**src/rtl/adc_seq_pkg.sv**
```systemverilog
package adc_seq_pkg;

  typedef enum logic [1:0] {
    CONV_RAMP  = 2'b00,
    CONV_TRACK = 2'b01,
    CONV_SAR   = 2'b10
  } conv_mode_e;

  typedef enum logic {
    ST_IDLE = 1'b0,
    ST_RUN  = 1'b1
  } seq_state_e;

  // Both codes with bit 1 set pick successive approximation.
  function automatic conv_mode_e decode_mode(input logic [1:0] sel);
    if (sel[1])      return CONV_SAR;
    else if (sel[0]) return CONV_TRACK;
    else             return CONV_RAMP;
  endfunction

endpackage

```
**src/rtl/adc_seq_seed.sv**
```systemverilog
module adc_seq_seed
  import adc_seq_pkg::*;
#(
  parameter int WIDTH = 8
) (
  input  conv_mode_e       mode,
  input  logic [WIDTH-1:0] prev_result,
  output logic [WIDTH-1:0] seed_code
);
  localparam logic [WIDTH-1:0] TOP_BIT = {1'b1, {(WIDTH-1){1'b0}}};

  always_comb begin
    unique case (mode)
      CONV_TRACK: seed_code = prev_result;
      CONV_SAR:   seed_code = TOP_BIT;
      default:    seed_code = '0;
    endcase
  end
endmodule

```
**src/rtl/adc_seq_count_step.sv**
```systemverilog
module adc_seq_count_step #(
  parameter int WIDTH = 8
) (
  input  logic [WIDTH-1:0] code,
  input  logic             above,
  input  logic             track,
  input  logic             first,
  input  logic             last_up,
  output logic [WIDTH-1:0] next_code,
  output logic             step_up,
  output logic             finish,
  output logic [WIDTH-1:0] settle
);
  localparam logic [WIDTH-1:0] ONE = {{(WIDTH-1){1'b0}}, 1'b1};

  logic at_top;
  logic at_bottom;
  logic flip;

  always_comb begin
    at_top    = &code;
    at_bottom = (code == '0);
    step_up   = !above;
    flip      = !first && (step_up != last_up);
    // Largest code not above the input, as seen from this compare.
    settle    = (above && !at_bottom) ? code - ONE : code;
    if (track) begin
      next_code = step_up ? code + ONE : code - ONE;
      finish    = flip || (step_up && at_top) || (!step_up && at_bottom);
    end else begin
      next_code = code + ONE;
      finish    = above || at_top;
    end
  end
endmodule

```
**src/rtl/adc_seq_sar_step.sv**
```systemverilog
module adc_seq_sar_step #(
  parameter int WIDTH = 8
) (
  input  logic [WIDTH-1:0] code,
  input  logic [WIDTH-1:0] trial,
  input  logic             above,
  output logic [WIDTH-1:0] next_code,
  output logic [WIDTH-1:0] next_trial,
  output logic             finish,
  output logic [WIDTH-1:0] settle
);
  always_comb begin
    settle     = above ? (code & ~trial) : code;
    next_trial = trial >> 1;
    next_code  = settle | next_trial;
    finish     = trial[0];
  end
endmodule

```
**src/rtl/adc_seq_ctrl.sv**
```systemverilog
module adc_seq_ctrl
  import adc_seq_pkg::*;
#(
  parameter int WIDTH = 8
) (
  input  logic             clk,
  input  logic             rst_n,
  input  logic             start_i,
  input  logic [1:0]       mode_i,
  input  logic             cmp_above_i,
  output logic [WIDTH-1:0] dac_code_o,
  output logic             busy_o,
  output logic             done_o,
  output logic [WIDTH-1:0] result_o
);
  localparam logic [WIDTH-1:0] TOP_BIT = {1'b1, {(WIDTH-1){1'b0}}};

  // Reset synchroniser: assert asynchronously, release on the clock.
  logic [1:0] rst_pipe;
  logic       rst_int_n;

  always_ff @(posedge clk or negedge rst_n) begin
    if (!rst_n) rst_pipe <= '0;
    else        rst_pipe <= {rst_pipe[0], 1'b1};
  end
  assign rst_int_n = rst_pipe[1];

  seq_state_e       state_q, state_d;
  conv_mode_e       mode_q, mode_d;
  logic [WIDTH-1:0] code_q, code_d;
  logic [WIDTH-1:0] trial_q, trial_d;
  logic [WIDTH-1:0] result_q, result_d;
  logic             first_q, first_d;
  logic             up_q, up_d;
  logic             done_q, done_d;

  conv_mode_e       start_mode;
  logic [WIDTH-1:0] seed_code;
  logic [WIDTH-1:0] cnt_next, cnt_settle, sar_next, sar_trial, sar_settle;
  logic             cnt_up, cnt_fin, sar_fin;
  logic             accept, running, ctx_en, result_en;

  assign start_mode = decode_mode(mode_i);

  adc_seq_seed #(.WIDTH(WIDTH)) u_seed (
    .mode        (start_mode),
    .prev_result (result_q),
    .seed_code   (seed_code)
  );

  adc_seq_count_step #(.WIDTH(WIDTH)) u_count (
    .code      (code_q),
    .above     (cmp_above_i),
    .track     (mode_q == CONV_TRACK),
    .first     (first_q),
    .last_up   (up_q),
    .next_code (cnt_next),
    .step_up   (cnt_up),
    .finish    (cnt_fin),
    .settle    (cnt_settle)
  );

  adc_seq_sar_step #(.WIDTH(WIDTH)) u_sar (
    .code       (code_q),
    .trial      (trial_q),
    .above      (cmp_above_i),
    .next_code  (sar_next),
    .next_trial (sar_trial),
    .finish     (sar_fin),
    .settle     (sar_settle)
  );

  // Next-state logic.
  always_comb begin
    state_d  = state_q;
    mode_d   = mode_q;
    code_d   = code_q;
    trial_d  = trial_q;
    result_d = result_q;
    first_d  = first_q;
    up_d     = up_q;
    done_d   = 1'b0;
    accept   = (state_q == ST_IDLE) && start_i;
    running  = (state_q == ST_RUN);

    if (accept) begin
      state_d = ST_RUN;
      mode_d  = start_mode;
      code_d  = seed_code;
      trial_d = TOP_BIT;
      first_d = 1'b1;
    end else if (running) begin
      if (mode_q == CONV_SAR) begin
        code_d  = sar_fin ? sar_settle : sar_next;
        trial_d = sar_trial;
        if (sar_fin) begin
          state_d  = ST_IDLE;
          result_d = sar_settle;
          done_d   = 1'b1;
        end
      end else begin
        first_d = 1'b0;
        up_d    = cnt_up;
        code_d  = cnt_fin ? code_q : cnt_next;
        if (cnt_fin) begin
          state_d  = ST_IDLE;
          result_d = cnt_settle;
          done_d   = 1'b1;
        end
      end
    end
    ctx_en    = accept || running;
    result_en = done_d;
  end

  // Registers with explicit enables.
  always_ff @(posedge clk or negedge rst_int_n) begin
    if (!rst_int_n) begin
      state_q  <= ST_IDLE;
      mode_q   <= CONV_RAMP;
      code_q   <= '0;
      trial_q  <= '0;
      first_q  <= 1'b0;
      up_q     <= 1'b0;
      result_q <= '0;
      done_q   <= 1'b0;
    end else begin
      done_q  <= done_d;
      state_q <= state_d;
      if (ctx_en) begin
        mode_q  <= mode_d;
        code_q  <= code_d;
        trial_q <= trial_d;
        first_q <= first_d;
        up_q    <= up_d;
      end
      if (result_en) result_q <= result_d;
    end
  end

  assign dac_code_o = code_q;
  assign busy_o     = (state_q == ST_RUN);
  assign done_o     = done_q;
  assign result_o   = result_q;

endmodule

```
**config.mk**
```make
export PLATFORM = sky130hd
export DESIGN_NAME = adc_seq_ctrl
export DESIGN_NICKNAME = d
export VERILOG_FILES = /design/src/rtl/adc_seq_pkg.sv /design/src/rtl/adc_seq_seed.sv /design/src/rtl/adc_seq_count_step.sv /design/src/rtl/adc_seq_sar_step.sv /design/src/rtl/adc_seq_ctrl.sv
export SDC_FILE = /design/constraint.sdc
export NUM_CORES = 1
export LEC_CHECK = 0
export ABC_CLOCK_PERIOD_IN_PS = 1310
export BUFFER_PORTS_ARGS = -buffer_cell sky130_fd_sc_hd__buf_2
export CORE_MARGIN = 4
export CORE_UTILIZATION = 35
export CTS_CLUSTER_DIAMETER = 30
export DETAILED_ROUTE_END_ITERATION = 8
export GPL_ROUTABILITY_DRIVEN = 0
export PLACE_DENSITY = 0.53
export SYNTH_ARGS = -nofsm -noshare
export SYNTH_HDL_FRONTEND = slang
export SYNTH_HIERARCHICAL = 1
export SYNTH_SLANG_ARGS = --single-unit
```
**constraint.sdc**
```tcl
create_clock -name clk -period 1.31 [get_ports clk]
set_input_delay 0.131 -clock clk [delete_from_list [all_inputs] [get_ports clk]]
set_output_delay 0.131 -clock clk [all_outputs]
set_load 0.005 [all_outputs]
```
==> out/results.ini, run 1 <==
[setup_path]
r2r_cells=8
rr_startpoint=dac_code_o[6]$_DFFE_PN0P_
startpoint=dac_code_o[6]$_DFFE_PN0P_
crit_type=reg2reg
r2r_slack_ns=-1.09
slowest_stage=or4_4
path_cells=or4_4 -> o31a_1 -> nor4b_2 -> or3_4 -> nand2_2 -> a21boi_4 -> buf_12 -> mux2_4
arrival_ns=2.57
cp.required_ns=1.48
slowest_delay_ns=0.54
critPathMaxFanout=9
endpoint=result_o[7]$_DFFE_PN0P_
start_kind=flop
r2r-end=result_o[7]$_DFFE_PN0P_
setup.worst_path.end_class=flop

[sta]
fmax_mhz=416.4
final-max-slew-violation-count=0
final-hold-violation-count=0
setup_slack_ns=-1.092
rsz0062_at_grt=true
min_period_ns=2.402
timing.final.crit_share=1.833
finClkSkew_ns=0.008185
setup_viol=26
setup_tns_ns=-19.47

[finish]
finalInstanceArea_um2=3319
fin_nets=357
multi_input_area_um2=1518
final_core_util=0.5169
register_area_um2=804.5
area_delta_synth_final_pct=41.80
stdcell_count=424
fillers=608
diodes=0
drive_gt1_frac=0.4179

[route]
viasPerCell=5.066
routedWlPerCell_um=16.01
first_pass_iters=4
detail-route-antenna-nets=0
drtIter0Drc=162
routed_wl_mm=6.790
drcViolationCount=0
vias=2148

[logic_synthesis]
syn-cell-area_um2=2341
yosysTopAreaCell=dfrtp_1
syn_area_per_cell_um2=8.482
synth.most_common_cell=nand2_1
synthCells=276
synth_warnings=6
synth_cell_type_count=46
synthTopCellsByArea=dfrtp_1 34%, nand2_1 10%, mux2_4 5.1%
yosysSeqAreaShare=0.3421
synth_commonest_cells=64 x nand2_1, 32 x dfrtp_1, 22 x nand3_1, 12 x buf_4, 12 x nor2_1
synth_edf_count=0
ys_ff_latch=32
synth.net_count=287
async_flop_share=1.000
synth_top_area_share=0.3421
synth_ff_type=dfrtp_1

[place]
dp.cells=408
hpwl_mm=4.632
port_buffers=23
dpl_cell_area_um2=2863

[floorplan]
die_area_um2=8061
core_area_um2=6422
ios=24
rows=29
die_h_um=89.79
initial_core_util=0.3645
fp.dieW_um=89.79

[global_routing]
grt_pass1_vias=2085
antenna_found_initial=0
grt_overflow=0
grt.total_usage=0.1587
grt_max_degree=31
grt_pass1_wl_mm=10.45

[pwr]
ir_worst_vdd_mv=1.471
p_seq_frac=0.203
p_clk_frac=0.097
cellPowerDensity_nw_per_um2=2691
p_total_uw=8933
internal-power_uw=5232
p_sw_frac=0.4143
p_comb_frac=0.700
p_leak_uw=0.001525
switchingPower_uw=3701

[clock_network]
clock_latency_ns=0.29
cts_root_buf=clkbuf_8
clockBufferDepth=2
numCtsBuffers=5
h-tree-depth=2
cts.clk_slew.worst_paths_ns=0.07
cts_tree=built
cts.sinks=32

[hold_path]
hp-class=in2async

[status]
violations=negative setup slack
status=finished with violations

[job]
cap_violations=0

==> worst min path at each step <==
stage                      from               endpoint  slack, ns  depth (start not counted)
after global routing      rst_n  rst_pipe[0]$_DFF_PN0_       0.15                          2
after CTS                 rst_n  rst_pipe[0]$_DFF_PN0_       0.14                          2
after global placement    rst_n  rst_pipe[0]$_DFF_PN0_      -0.08                          1
final                     rst_n  rst_pipe[1]$_DFF_PN0_       0.15                          2
after detailed placement  rst_n  rst_pipe[0]$_DFF_PN0_      -0.08                          1
after floorplan           rst_n  rst_pipe[0]$_DFF_PN0_      -0.16                          0
==> state kept, by name (all words and copies together) (netlist names) <==
| register | count |
|---|---|
| result_o | 8 |
| rst_pipe | 2 |
| first_q | 1 |
| mode_q | 2 |
| busy_o | 1 |
| done_o | 1 |
| trial_q | 8 |
| dac_code_o | 8 |
| up_q | 1 |
==> area by class of cell <==
class,instances,area share
Clock buffer,8,0.03015
Inverter,10,0.01131
Multi-Input combinational cell,208,0.4572
Sequential cell,32,0.2424
Tap cell,77,0.02902
Timing Repair Buffer,89,0.2299
==> cell families (layout without fill, tap and decap cells) <==
family | Yosys count | count (layout) | synth area share
buf+inv | 36 | 107 | 0.08979
compound gates | 41 | 41 | 0.1331
mux | 19 | 19 | 0.09941
xor+xnor | 11 | 11 | 0.04115
simple gates | 130 | 130 | 0.2646
other cells | 2 | 2 | 0.003208
flops | 32 | 32 | 0.3421
fa+ha+maj | 5 | 5 | 0.02672
==> cell usage in the layout, fill, tap and decap left out, types with 4 or more instances in the layout <==
cell and instances:
a21boi_0 7, xnor2_1 10, nand3_2 8, nand2_1 59
a21oi_1 4, inv_1 8, a31oi_4 5, a31oi_1 5
and2_1 7, nor2_2 5, buf_2 23, buf_12 6
o211ai_1 8, clkbuf_8 7, nand3_1 13, or2_1 6
buf_6 4, mux2_4 9, ha_1 5, nor2_1 8
mux2i_1 9, dfrtp_1 29, buf_4 50
==> critical path: cells and delay by family (launching register included) <==
family | cells | cell delay (ns)
and+or+nand+nor | 4 | 1.00
AOI/OAI and AO/OA | 2 | 0.44
DFF | 1 | 0.40
buffers and inverters | 1 | 0.15
muxes | 1 | 0.30
==> metal layers <==
| metal | wire, um | track usage | vias up |
|---|---|---|---|
| met5 | 0 | 0 | - |
| met4 | 97 | 0.04853 | 0 |
| met3 | 235 | 0.02588 | 9 |
| met2 | 3334 | 0.2644 | 39 |
| met1 | 3122 | 0.2115 | 1033 |
| li1 | - | - | 1067 |
==> what timing repair did <==
item / CTS / global route
hold buffers: 1 / 0
setup buffers: 1 / 4
endpoints found under the hold margin: 2 / 0
setup endpoints to repair: 27 / 30
gates cloned: 1 / 2
resized for setup: 18 / 29
pin swaps: 2 / 12
==> metrics by stage <==
stage / hold slack (ns) / setup WS (ns)
global route: 0.1537 / -1.161
CTS: 0.1412 / -1.102
detailed placement: -0.08337 / -1.082
finish: 0.1464 / -1.092
floorplan: -0.1646 / -1.249
global placement: -0.08281 / -1.040
==> power groups by stage <==
| stage | Sequential [uW] | Combinational [uW] | Clock (uW) |
|---|---|---|---|
| 2_1_floorplan | 1870 | 2980 | 0 |
| 3_3_place_gp | 1780 | 4850 | 0 |
| 3_5_place_dp | 1790 | 4900 | 0 |
| 4_1_cts | 1780 | 5490 | 894 |
| 5_1_grt | 1880 | 6750 | 935 |
| 6_report | 1810 | 6250 | 866 |
(Power assumes the default switching activity.)
==> run 2, diff against run 1 <==
Settings changed: CORE_UTILIZATION 35 to 59, PLACE_DENSITY 0.53 to 0.81.
==> run 2 against run 1 <==
The run still ends with negative setup slack left; cell count shrank 7.3%; clock power up 14%; hold slack got worse by 0.061 ns; global-route usage up 14 points; clock skew down 0.0016 ns; die area fell by 37%; critical endpoint is now result_o[3]$_DFFE_PN0P_; final area decreased by 3.5%.
==> out/results.ini, run 2 (synthesized netlist as in run 1, its figures left out) <==
[status]
status=finished with violations
violations=negative setup slack

[setup_path]
setup.worst_path.end_class=flop
slowest_stage=or4_4
critPathMaxFanout=9
endpoint=result_o[3]$_DFFE_PN0P_
crit_type=reg2reg
worstSetupPathDepth=8
slowest_delay_ns=0.54
r2r_slack_ns=-1.25
arrival_ns=2.75
r2r-end=result_o[3]$_DFFE_PN0P_
path_cells=or4_4 -> o31a_1 -> nor4b_2 -> or3_4 -> nand2_2 -> a21boi_4 -> buf_12 -> mux2_4
rr_startpoint=dac_code_o[6]$_DFFE_PN0P_
start_kind=flop
cp_num_buf_inv=1
startpoint=dac_code_o[6]$_DFFE_PN0P_
r2r_cells=8
crit_family=simple AND/OR/NAND/NOR gates
cp.required_ns=1.50

[clock_network]
cts.sinks=32
cts.clk_slew.worst_paths_ns=0.08
clock_latency_ns=0.30
numCtsBuffers=5
h-tree-depth=2
cts_root_buf=clkbuf_8
clockBufferDepth=2
cts_tree=built

[route]
vias=2432
routed_wl_mm=7.576
drtIter0Drc=263
viasPerCell=6.188
first_pass_iters=5
drcViolationCount=0
routedWlPerCell_um=19.28
detail-route-antenna-nets=0

[finish]
fin_nets=355
area_delta_synth_final_pct=36.83
drive_gt1_frac=0.4087
layout_commonest_cell=nand2_1
register_area_um2=804.5
final_cell_mix=60 x nand2_1, 50 x buf_4, 29 x dfrtp_1, 24 x buf_2, 18 x nand3_1
multi_input_area_um2=1488
fillers=196
diodes=0

[global_routing]
met3_usage=0.05540
use_met2=0.5160
grt_pass1_wl_mm=11.76
grt_overflow=0
top_usage_layer=met2
antenna_found_initial=0
grt_pass1_vias=2368
use_met1=0.3547
grt_max_degree=31
grt.total_usage=0.3008

[sta]
timing.final.crit_share=1.953
rsz0062_at_grt=true
setup_viol=26
final-max-slew-violation-count=0
final-hold-violation-count=0
whs_ns=0.08509
setup_slack_ns=-1.248
fmax_mhz=390.9
finClkSkew_ns=0.006578
min_period_ns=2.558

[job]
cap_violations=0

[floorplan]
die_h_um=70.99
fp.dieW_um=70.99
ios=24
rows=22
core_area_um2=3744
initial_core_util=0.6253
die_area_um2=5040

[pwr]
ir_worst_vdd_mv=2.250
p_leak_uw=0.001498
cellPowerDensity_nw_per_um2=2801

[hold_path]
hold_start=mode_i[1]
hp-class=in2reg

[place]
hpwl_mm=4.413
port_buffers=23
pre_cts_slack_ns=-1.169

run 2: cell types whose count changed in the layout (fill, tap and decap cells not counted), sizes merged:
cell    delta
buf        -3
clkinv     +1
bufinv     +1
clkbuf     -2
bufbuf     +1
run 2: worst min path at each step:
stage                                  to  slack, ns  depth (start not counted)
CTS                 mode_q[1]$_DFFE_PN0P_       0.08                          3
global placement    rst_pipe[0]$_DFF_PN0_      -0.08                          1
finish              mode_q[1]$_DFFE_PN0P_       0.09                          3
floorplan           rst_pipe[0]$_DFF_PN0_      -0.16                          0
detailed placement  rst_pipe[0]$_DFF_PN0_      -0.08                          1
global route        mode_q[1]$_DFFE_PN0P_       0.12                          3
run 2: final cells by class:
class,count,share of cell area
Clock inverter,2,0.01094
Clock buffer,6,0.02266
Timing Repair Buffer,87,0.2203
Inverter,10,0.01172
Tap cell,48,0.01875
Multi-Input combinational cell,208,0.4645
Sequential cell,32,0.2512
run 2: report_power, final:
group | leakage [uW] | switching, uW | internal [uW] | total (uW)
sequential | 0.000385 | 358 | 1440 | 1800
clock | 0.0000552 | 424 | 565 | 989
combinational | 0.00106 | 3090 | 3090 | 6180
run 2: worst min-delay path, cell delays in order:
cell and delay (ns):
buf_2 0.12, nand2_1 0.06, nand2_1 0.05
run 2: per-layer routing:
layer	part of all wire	routed length (um)
met5	0	0
met4	0.061	463
met3	0.077	586
met2	0.49	3734
met1	0.37	2792
run 2: through the flow:
step / total power [uW] / instance area, um^2 / TNS (ns) / instances / utilization
after floorplan: 4849 / 2355 / -19.06 / 276 / -
final: 8971 / 3203 / -21.73 / 393 / 0.8556
after global routing: 9446 / 3203 / -23.44 / 393 / 0.8556
after CTS: 8525 / 3131 / -21.02 / 390 / 0.8362
after detailed placement: 6581 / 2761 / -21.61 / 372 / 0.7376
after global placement: 6398 / 2761 / -19.30 / 372 / 0.7376
run 2: repair_timing:
| item | CTS | global route |
|---|---|---|
| pin swaps | 5 | 5 |
| endpoints found under the hold margin | 2 | 0 |
| resized for setup | 29 | 23 |
| gates cloned | 3 | 0 |
| hold buffers | 1 | 0 |
| buffers inserted | 7 | 6 |
| endpoints found under the setup margin | 27 | 28 |
==> run 3, diff against run 2 <==
Settings changed: CTS_BUF_LIST from default to sky130_fd_sc_hd__clkbuf_16.
==> run 3 against run 2 <==
The flow still finishes with violations (negative setup slack); clock skew is 0.00055 ns lower; non-clock buffer count stayed put; sequential power hardly changed; first-iteration DRC count is 46% higher; core utilization is 1.5 points higher; critical endpoint is now dac_code_o[5]$_DFFE_PN0P_.
==> out/results.ini, run 3 (synthesized netlist as in run 1, its figures left out) <==
[sta]
setup_viol=26
final-hold-violation-count=0
setup_slack_ns=-1.317
fmax_mhz=380.6
timing.final.crit_share=2.006
final-max-slew-violation-count=0
rsz0062_at_grt=true
finClkSkew_ns=0.006033
min_period_ns=2.627

[floorplan]
fp.dieW_um=70.99
die_area_um2=5040
core_area_um2=3744
rows=22
ios=24
die_h_um=70.99
initial_core_util=0.6253

[place]
dp.cells=372
hpwl_mm=4.413
pre_cts_slack_ns=-1.169
dpl_cell_area_um2=2761
port_buffers=23

[finish]
stdcell_count=393
fillers=184
final_cell_mix=60 x nand2_1, 50 x buf_4, 30 x dfrtp_1, 24 x buf_2, 12 x nand3_1
fin_nets=355
drive_gt1_frac=0.4087
area_delta_synth_final_pct=39.28
finalInstanceArea_um2=3261
layout_commonest_cell=nand2_1
diodes=0

[clock_network]
clock_latency_ns=0.28
cts.sinks=32
h-tree-depth=2
clockBufferDepth=2
numCtsBuffers=5
cts_root_buf=clkbuf_16
cts_tree=built
cts.clk_slew.worst_paths_ns=0.05

[setup_path]
r2r-end=dac_code_o[5]$_DFFE_PN0P_
setup.worst_path.end_class=flop
cp.required_ns=1.48
r2r_slack_ns=-1.32
arrival_ns=2.80
rr_startpoint=dac_code_o[0]$_DFFE_PN0P_
start_kind=flop
crit_type=reg2reg
critPathMaxFanout=8
r2r_cells=12

[status]
violations=negative setup slack
status=finished with violations

[route]
first_pass_iters=5
routed_wl_mm=8.046
detail-route-antenna-nets=0
drcViolationCount=0
vias=2491
drtIter0Drc=383
viasPerCell=6.338
routedWlPerCell_um=20.47

[pwr]
p_total_uw=9470
p_leak_uw=0.001531
cellPowerDensity_nw_per_um2=2904
ir_worst_vdd_mv=2.017

[hold_path]
hp-class=in2reg
min_delay_worst_endpoint=mode_q[1]$_DFFE_PN0P_
holdPathStages=3
hold_start=mode_i[1]

[global_routing]
grt_pass1_wl_mm=12.54
grt_max_degree=31
grt_pass1_vias=2495
grt_overflow=0
grt.total_usage=0.3204
antenna_found_initial=0

[job]
cap_violations=0

[run 3: changes by cell type in the layout (fill, tap and decap cells not counted), sizes merged]
cell    delta
clkbuf     -2
buf        +1
inv        +1
[run 3: what timing repair did]
item,CTS,global route
gates cloned,3,0
hold buffers,1,0
endpoints found under the setup margin,27,28
endpoints found under the hold margin,2,0
gates resized for setup,26,20
pin swaps,5,20
buffers inserted,8,8
[run 3: layout make-up]
type,instances,area [um^2],share of cell area
Multi-Input combinational cell,208,1495,0.4586
Clock inverter,3,38.79,0.01190
Sequential cell,32,803.3,0.2464
Timing Repair Buffer,87,700.7,0.2149
Clock buffer,5,125.1,0.03837
Inverter,10,37.54,0.01151
Tap cell,48,60.06,0.01842
[run 3: how the worst max path moves through the flow]
| stage | start | end | slack [ns] | cells after the start |
|---|---|---|---|---|
| final | dac_code_o[0]$_DFFE_PN0P_ | dac_code_o[5]$_DFFE_PN0P_ | -1.32 | 12 |
| after global routing | dac_code_o[0]$_DFFE_PN0P_ | dac_code_o[5]$_DFFE_PN0P_ | -1.35 | 12 |
| after CTS | dac_code_o[6]$_DFFE_PN0P_ | result_o[4]$_DFFE_PN0P_ | -1.17 | 8 |
| after detailed placement | dac_code_o[1]$_DFFE_PN0P_ | result_o[4]$_DFFE_PN0P_ | -1.17 | 10 |
| after global placement | dac_code_o[6]$_DFFE_PN0P_ | result_o[2]$_DFFE_PN0P_ | -1.03 | 8 |
| after floorplan | dac_code_o[6]$_DFFE_PN0P_ | result_o[0]$_DFFE_PN0P_ | -1.25 | 8 |
[run 3: stage by stage]
stage,utilization,hold WS [ns],TNS (ns)
after CTS,0.8499,0.09201,-21.21
after global routing,0.8710,0.1202,-23.68
after global placement,0.7376,-0.08380,-19.30
final,0.8710,0.1004,-22.18
after floorplan,-,-0.1646,-19.06
after detailed placement,0.7376,-0.08243,-21.61
[run 3: power breakdown]
group / switching [uW] / internal, uW
Sequential: 368 / 1440
Combinational: 3220 / 3110
Clock: 440 / 886
[run 3: routing by layer]
| layer | up-vias | track usage | routed length, um |
|---|---|---|---|
| li1 | 1065 | - | - |
| met1 | 1213 | 0.3852 | 3014 |
| met2 | 157 | 0.5273 | 3934 |
| met3 | 56 | 0.07670 | 604 |
| met4 | 0 | 0.1733 | 492 |
| met5 | - | 0 | 0 |
[run 3: worst max-delay path: stages, from the launching register on]
cell     delay [ns]
dfrtp_1        0.36
inv_2          0.05
ha_1           0.20
or2b_2         0.19
o31a_1         0.21
buf_4          0.14
a21oi_2        0.05
or3_4          0.41
buf_6          0.14
a31oi_4        0.24
buf_12         0.20
nor2_1         0.08
a31oi_1        0.24
